--- src/rtl/oc_fault_pkg.sv ---
package oc_fault_pkg;
  function automatic int unsigned cnt_width(int unsigned limit);
    int unsigned w;
    w = $clog2(limit + 1);
    return (w < 1) ? 1 : w;
  endfunction
endpackage

--- src/rtl/oc_mag_cmp.sv ---
module oc_mag_cmp #(
  parameter int unsigned SAMPLE_W = 16
) (
  input  logic [SAMPLE_W-1:0] sample_i,
  input  logic [SAMPLE_W-1:0] limit_i,
  output logic                over_o
);
  logic [SAMPLE_W-1:0] mag;

  // two's complement negate; the most negative code maps to 2^(W-1) unsigned
  always_comb begin
    if (sample_i[SAMPLE_W-1]) mag = ~sample_i + 1'b1;
    else                      mag = sample_i;
    over_o = mag > limit_i;
  end
endmodule

--- src/rtl/oc_sync.sv ---
module oc_sync #(
  parameter int unsigned STAGES = 2,
  parameter bit          RST_VAL = 1'b1
) (
  input  logic clk_i,
  input  logic rst_ni,
  input  logic d_i,
  output logic q_o
);
  logic [STAGES-1:0] stg_q;

  for (genvar i = 0; i < STAGES; i++) begin : g_stage
    always_ff @(posedge clk_i or negedge rst_ni) begin
      if (!rst_ni)     stg_q[i] <= RST_VAL;
      else if (i == 0) stg_q[i] <= d_i;
      else             stg_q[i] <= stg_q[(i == 0) ? 0 : i-1];
    end
  end

  assign q_o = stg_q[STAGES-1];
endmodule

--- src/rtl/oc_run_cnt.sv ---
module oc_run_cnt
  import oc_fault_pkg::*;
#(
  parameter int unsigned LIMIT = 8
) (
  input  logic clk_i,
  input  logic rst_ni,
  input  logic run_i,
  output logic done_o
);
  localparam int unsigned W = cnt_width(LIMIT);
  localparam logic [W-1:0] LAST = W'(LIMIT - 1);

  logic [W-1:0] cnt_q;

  // done on the LIMIT-th consecutive qualifying edge; saturates afterwards
  assign done_o = run_i && (cnt_q == LAST);

  always_ff @(posedge clk_i or negedge rst_ni) begin
    if (!rst_ni)          cnt_q <= '0;
    else if (!run_i)      cnt_q <= '0;
    else if (cnt_q != LAST) cnt_q <= cnt_q + 1'b1;
  end
endmodule

--- src/rtl/oc_fault_ctrl.sv ---
module oc_fault_ctrl #(
  parameter int unsigned SAMPLE_W = 16,
  parameter int unsigned DEB_CYC  = 350,
  parameter int unsigned RST_CYC  = 50,
  parameter int unsigned SYNC_STG = 2
) (
  input  logic                clk_i,
  input  logic                rst_ni,
  input  logic [SAMPLE_W-1:0] sample_i,
  input  logic [SAMPLE_W-1:0] limit_i,
  input  logic                sync_i,
  input  logic                pwm_line_i,
  output logic                fault_no,
  output logic                pwm_off_o
);
  logic over_w, deb_done_w, line_s_w, hold_done_w, trip_w;
  logic fault_q, armed_q;

  oc_mag_cmp #(.SAMPLE_W(SAMPLE_W)) u_cmp (
    .sample_i(sample_i), .limit_i(limit_i), .over_o(over_w)
  );

  oc_run_cnt #(.LIMIT(DEB_CYC)) u_deb (
    .clk_i(clk_i), .rst_ni(rst_ni), .run_i(over_w), .done_o(deb_done_w)
  );

  oc_sync #(.STAGES(SYNC_STG), .RST_VAL(1'b1)) u_line_sync (
    .clk_i(clk_i), .rst_ni(rst_ni), .d_i(pwm_line_i), .q_o(line_s_w)
  );

  oc_run_cnt #(.LIMIT(RST_CYC)) u_hold (
    .clk_i(clk_i), .rst_ni(rst_ni), .run_i(fault_q & ~line_s_w), .done_o(hold_done_w)
  );

  // after a release with the condition still present, wait for a SYNC pulse
  assign trip_w = deb_done_w & (armed_q | sync_i);

  always_ff @(posedge clk_i or negedge rst_ni) begin
    if (!rst_ni) begin
      fault_q <= 1'b0;
      armed_q <= 1'b1;
    end else begin
      if (hold_done_w)  fault_q <= 1'b0;
      else if (trip_w)  fault_q <= 1'b1;
      if (hold_done_w)  armed_q <= 1'b0;
      else if (!over_w) armed_q <= 1'b1;
    end
  end

  assign fault_no  = ~fault_q;
  assign pwm_off_o = fault_q;
endmodule

--- config.mk ---
export PLATFORM = sky130hd
export DESIGN_NAME = oc_fault_ctrl
export DESIGN_NICKNAME = d
export VERILOG_FILES = /design/src/rtl/oc_fault_pkg.sv /design/src/rtl/oc_mag_cmp.sv /design/src/rtl/oc_sync.sv /design/src/rtl/oc_run_cnt.sv /design/src/rtl/oc_fault_ctrl.sv
export SDC_FILE = /design/constraint.sdc
export NUM_CORES = 1
export LEC_CHECK = 0
export BUFFER_PORTS_ARGS = -buffer_cell sky130_fd_sc_hd__clkbuf_2
export CORE_ASPECT_RATIO = 0.8
export CORE_MARGIN = 1.5
export CORE_UTILIZATION = 35
export CTS_CLUSTER_SIZE = 12
export DETAILED_ROUTE_END_ITERATION = 12
export MAX_ROUTING_LAYER = met4
export PLACE_DENSITY = 0.58
export SLEW_MARGIN = 20
export SYNTH_ARGS = -nofsm -noshare
export SYNTH_HDL_FRONTEND = slang
export SYNTH_SLANG_ARGS = --single-unit
--- constraint.sdc ---
create_clock -name clk_i -period 1.5 [get_ports clk_i]
set_input_delay 0.15 -clock clk_i [delete_from_list [all_inputs] [get_ports clk_i]]
set_output_delay 0.15 -clock clk_i [all_outputs]
set_load 0.01 [all_outputs]
Word level (Yosys, flattened, before mapping) --
Cells that the tools add are included.
Word-level totals: input port bits 36, output and inout port bits 2, word-level logic and storage cells 35, flip-flop bits (word level) 19
Cells by class: $add $sub $neg 3, bitwise gates (word level) 6, $lt $le $gt $ge 1, multiplexer cells 9, reduce and logical (&&, ||, !) cells 3, equal/unequal tests 7
Operator list (number):
- $mux W9 | 2
- $add A16 B1 Y16 const B | 1
- $gt A16 B16 Y1 | 1
- $mux W16 | 1
- $not A16 Y16 | 1
- $mux W6 | 2
- $add A9 B1 Y9 const B | 1
- $eq A9 B9 Y1 const B | 1
- $ne A9 B9 Y1 const B | 1
- $add A6 B1 Y6 const B | 1
- $eq A6 B6 Y1 const B | 1
- $ne A6 B6 Y1 const B | 1
- $mux W1 | 4
- $ne A2 B1 Y1 const B | 2
- $and A1 B1 Y1 | 2
- $logic_and A1 B1 Y1 | 2
- $ne A2 B2 Y1 const B | 1
- $not A1 Y1 | 2
- $reduce_bool A2 Y1 | 1
- $or A1 B1 Y1 | 1

Depth between registers and ports, before layout --
depth in word-level cells 8, mapped depth 13, mapped depth without buffers 12

Modules after synthesis --
From an unflattened synthesis, not the netlist that was laid out.
Second synthesis, totals: cells, all modules 191, area total of the unflattened synthesis 1652.8 sq um
Modules (own cells, without submodules):
- oc_mag_cmp | area each 708.2 sq um, sequential area each 0.0 sq um, cells each 97, instances 1
- oc_run_cnt (u_deb) | area each 490.5 sq um, sequential area each 225.2 sq um, cells each 52, instances 1
- oc_run_cnt (u_hold) | area each 324.1 sq um, sequential area each 150.1 sq um, cells each 32, instances 1
- oc_fault_ctrl | area each 77.6 sq um, sequential area each 51.3 sq um, cells each 8, instances 1
- oc_sync | area each 52.6 sq um, sequential area each 52.6 sq um, cells each 2, instances 1

Worst setup path after synthesis --
OpenSTA, ideal clock, no wires.
kind input-to-reg, start in sample_i[9], end reg armed_q, arrival time 2708 ps, stages 11, path buffers 1, data required time 1418 ps, setup slack -1290 ps, setup time 82 ps, cell sequence or4_4 or4_4 o21ai_2 xnor2_1 ha_1 nand4_1 nor4_1 a21boi_2 a2111oi_2 buf_6 o31a_1
On the way: cells in the longest elaborated chain, start to end 5
RTL lines:
- from (decl) | line oc_fault_ctrl.sv:9 | input logic [SAMPLE_W-1:0] sample_i,
- $not A16 Y16 | line oc_mag_cmp.sv:12 | if (sample_i[SAMPLE_W-1]) mag = ~sample_i + 1'b1;
- $add A16 B1 Y16 | line oc_mag_cmp.sv:12
- $mux W16 * | line oc_mag_cmp.sv:12
- $gt A16 B16 Y1 * | line oc_mag_cmp.sv:14 | over_o = mag > limit_i;
- $ne A2 B1 Y1 (no line) *
- to (signal assigned) | line oc_fault_ctrl.sv:41 | armed_q <= 1'b1;
- to (signal assigned) | line oc_fault_ctrl.sv:45 | if (hold_done_w) armed_q <= 1'b0;
- to (signal assigned) | line oc_fault_ctrl.sv:46 | else if (!over_w) armed_q <= 1'b1;
- to (decl) | line oc_fault_ctrl.sv:17 | logic fault_q, armed_q;
Mark *: on every way between the ends. The rest lies on a longest branch, timed or not. A chain may end at the register's enable or synchronous reset.

Worst setup path in the final report --
start in sample_i[9], end reg u_deb.cnt_q[7]
On the way: cells in the longest elaborated chain, start to end 5, elaborated cells on any way between the ends 6, classes of those cells add/sub (1); order compare (1); eq/ne (1); mux (2); bitwise (1)
RTL lines:
- $not A16 Y16 | line oc_mag_cmp.sv:12
- $add A16 B1 Y16 | line oc_mag_cmp.sv:12
- $mux W16 * | line oc_mag_cmp.sv:12
- $gt A16 B16 Y1 * | line oc_mag_cmp.sv:14
- $ne A2 B1 Y1 (no line) or $mux W9 (tied branches)
- to (signal assigned) | line oc_run_cnt.sv:22 | else if (cnt_q != LAST) cnt_q <= cnt_q + 1'b1;
- to (decl) | line oc_run_cnt.sv:14 | logic [W-1:0] cnt_q;
Marks and branches as above.

==> metrics.md <==
| Metric | Value |
|---|---|
| Hold Crit Class | input pin to flip-flop |
| Hold path start | sync_i |
| Leakage | 1.17 nW |
| Failing checks | setup timing |
| Seq pwr share | 0.409 |
| Yosys top cell area share | 0.249 |
| Fin nets | 326 |
| Setup Crit Path Kind | input pin to flip-flop |
| CP Capture Type | flip-flop |
| CTS tree | built |
| Yosys reg bits | 19 |
| Final period utilization | 1.85 |
| Global-route wire length before repair | 6980 um |
| Final Wtd Congestion | 0.900 |
| Starting Density | 0.373 |
| Status | complete, but fails checks |
| Skew-Pair Late Insertion Delay | 250 ps |
| Remaining Overflow, GRT | 0 |
| TritonCTS buffer count | 3 |
| Clock Sinks | 19 |
| Setup slack, reg-to-reg | -110 ps |
| Area contributors post-synth | dfrtp_1 25%, ha_1 16%, xnor2_1 9.3% |
| PwrDens | 560 nW/um^2 |
| DIE WIDTH | just under 80 um |
| Vias per cell | 4.75 |
| Count of final max-slew check failures | 0 |
| WL final | around 3900 um |
| Share of layout cells above drive strength 1 | 0.403 |
| Unrepaired setup endpoints after global routing | true |
| Avg Inst Size Synth | between 8 and 9 sq um |
| Sequential fraction of the synthesis area | 0.298 |
| Max Cap Viol | 0 |
| Gate Count Post-Synth | approximately 180 |
| Buffers plus inverters on the worst setup path | 5 |
| Post-synth EDFFs | 0 |
| Final setup margin | -1270 ps |
| HPWL after DPL | about 3200 um |
| Mapped Area | 1610 sq um |
| Die H | 63.6 um |
| Total number of vias | ~1,500 |
| Yosys top cell by area | dfrtp_1 |
| Setup TNS | -13,120 ps |
| Main synth FF type | dfrtp_1 |
| Clock Pin Slew Worst Setup and Hold Paths | 70 ps |
| Sw frac | 0.291 |
| Reg2Reg Launch Point | u_deb.cnt_q[1] |
| CP Launch Type | input pin |
| CP Depth | 13 |
| Crit path max fanout | 4 |
| Pint | 0.940 mW |
| Net Count, Synth | 239 |
| Core area | 4310 sq um |
| Worst Setup SP | sample_i[9] |
| Area Growth Syn to Fin | 47.2% |
| N_diodes | 0 |
| Worst Skew | 3.50 ps |
| Top delay family on crit path | simple AND/OR/NAND/NOR gates |
| CTS max path bufs | 2 |
| ANT nets after route | 0 |
| WP data required | 1640 ps |
| Most used cell, CP | buf_4 |
| Distinct cell type count after synthesis | between 40 and 50 |
| Detailed-route DRC error count | 0 |
| Hold Vio Cnt, Final | 0 |
| Comb pwr share | 0.331 |
| TritonRoute pass-1 iters | 4 |
| Initial antenna violation count | 0 |
| Yosys warning total | 0 |
| Largest net degree at the start of global routing | 20 |
| Crit-path cells | buf_6 -> or4_4 -> or4_4 -> nor4_1 -> ha_1 -> nand4_1 -> buf_4 -> a21oi_1 -> buf_4 -> a2111oi_4 -> buf_4 -> buf_4 -> nor3_2 |
| Clock power share | 0.259 |
| Ports | 38 |
| Min cycle time layout | about 2800 ps |
| Hold WS | approximately 250 ps |
| P_sw | 0.386 mW |
| CTS root buffer | clkbuf_8 |
| Commonest cells post-synth | 21 x ha_1, 21 x inv_1, 17 x xnor2_1 |
| Port Buf Inserts | 37 |
| Worst IR Drop VDD | 0.000326 V |
| Row Count | 21 |
| Ys async rst share | 1.00 |
| Crit-path max cell delay | 540 ps |
| Worst Path Arrival | 2910 ps |
| Vias in the first global route | approximately 1,600 |
| Rel. slew slack | 0.690 |
| Worst R2R End | u_deb.cnt_q[5] |
| First DRT Iteration DRCs | roughly 40 |
| Post-detailed-route wirelength per cell | 12.0 um |
| Worst setup path endpoint | u_deb.cnt_q[7] |
| Die ar. | between 5000 and 6000 sq um |
| GRT Total Usage | 0.179 |
| Critical-path cell with the highest stage delay | or4_4 |
| Slew @ Worst Pin | 466 ps |
| Fmax | 361 MHz |
| # setup viols final | 11 |
| Htree depth | 1 |
| R2R depth | 8 |
cell usage in the layout (no fill, tap or decap), types with 2 or more instances in the layout:
master,netlist,layout
a31oi_1,2,2
o31ai_1,3,3
and4_1,2,2
dfrtp_1,16,16
nand2_1,13,13
buf_4,0,44
nand3_1,4,4
nor3_2,0,5
ha_1,21,21
and3_1,3,3
clkbuf_2,0,36
inv_1,21,21
buf_6,1,2
a21oi_1,7,7
xor2_1,6,6
dfstp_2,3,3
o21ai_0,8,7
nor2_1,11,11
clkbuf_8,0,3
nor4_2,0,2
nand2b_1,4,4
clkinv_2,0,2
dlygate4sd3_1,0,2
o41ai_1,3,2
nand4_1,5,5
xnor2_1,17,17
or4_4,2,2
a2111oi_4,0,2
worst min path at each step:
stage | end | slack [ps] | cells after the start
final | pwm_off_o | 250 | 3
after global routing | pwm_off_o | 310 | 3
after CTS | pwm_off_o | 260 | 3
after detailed placement | u_hold.cnt_q[3] | 120 | 1
after global placement | u_deb.cnt_q[0] | 130 | 1
after floorplan | pwm_off_o | -150 | 0
through the flow:
step	cells	instance area, sq um	total power, mW	setup slack [ps]	utilization
floorplan	182	1620	0.757	-1210	-
finish	325	2370	1.33	-1270	0.550
detailed placement	316	2180	0.945	-1660	0.506
global route	325	2370	1.43	-1410	0.550
CTS	324	2320	1.32	-1260	0.539
global placement	316	2180	0.942	-1520	0.506
power by group through the flow:
stage / combinational [mW] / sequential (mW) / clock [mW]
after floorplan: 0.205 / 0.552 / 0
after global placement: 0.391 / 0.551 / 0
after detailed placement: 0.393 / 0.552 / 0
after CTS: 0.420 / 0.542 / 0.356
after global routing: 0.496 / 0.545 / 0.390
final: 0.439 / 0.543 / 0.344
what timing repair did:
item	4_1_cts	5_1_grt
resized for setup	13	6
pin swaps	6	1
hold buffers	2	0
endpoints found under the setup margin	11	11
setup buffers	2	1
hold endpoints to repair	17	0
state kept, by name, indices dropped and copies added, names as in the netlist:
| signal | cells |
|---|---|
| u_hold.cnt_q | 6 |
| u_line_sync.q_o | 1 |
| armed_q | 1 |
| pwm_off_o | 1 |
| u_deb.cnt_q | 9 |
| u_line_sync.stg_q | 1 |
cells by family (layout without fill, tap and decap cells):
| kind of cell | after synthesis | count (layout) | share of synthesized area |
|---|---|---|---|
| AO/OA/AOI/OAI | 32 | 32 | 0.137 |
| XOR/XNOR | 23 | 23 | 0.125 |
| flip-flops | 19 | 19 | 0.298 |
| buffers and inverters | 24 | 110 | 0.0607 |
| adder cells (fa/ha/maj) | 21 | 21 | 0.163 |
| multiplexers | 1 | 1 | 0.00700 |
| AND/OR/NAND/NOR | 62 | 62 | 0.209 |
routing by layer:
layer  track usage  vias to the layer above  wire length, um
met1         0.264                      695             2190
met4        0.0268                        0               33
li1              -                      818                -
met3        0.0348                        4              119
met5             -                        -                0
met2         0.255                       28             1560
tightest hold or removal path: cells and delay by family:
| kind | cells | cell delay, ps |
|---|---|---|
| compound gates | 2 | 230 |
| buf+inv | 1 | 80 |
final cells by class:
cell class                      instances  area (sq um)
Clock buffer                            3          41.3
Clock inverter                          1          5.00
Fill cell                             416          1940
Inverter                               22          83.8
Multi-Input combinational cell        139          1130
Sequential cell                        19           479
Tap cell                               57          71.3
Timing Repair Buffer                   84           553
No activity file was read; power rests on OpenSTA's default activity.
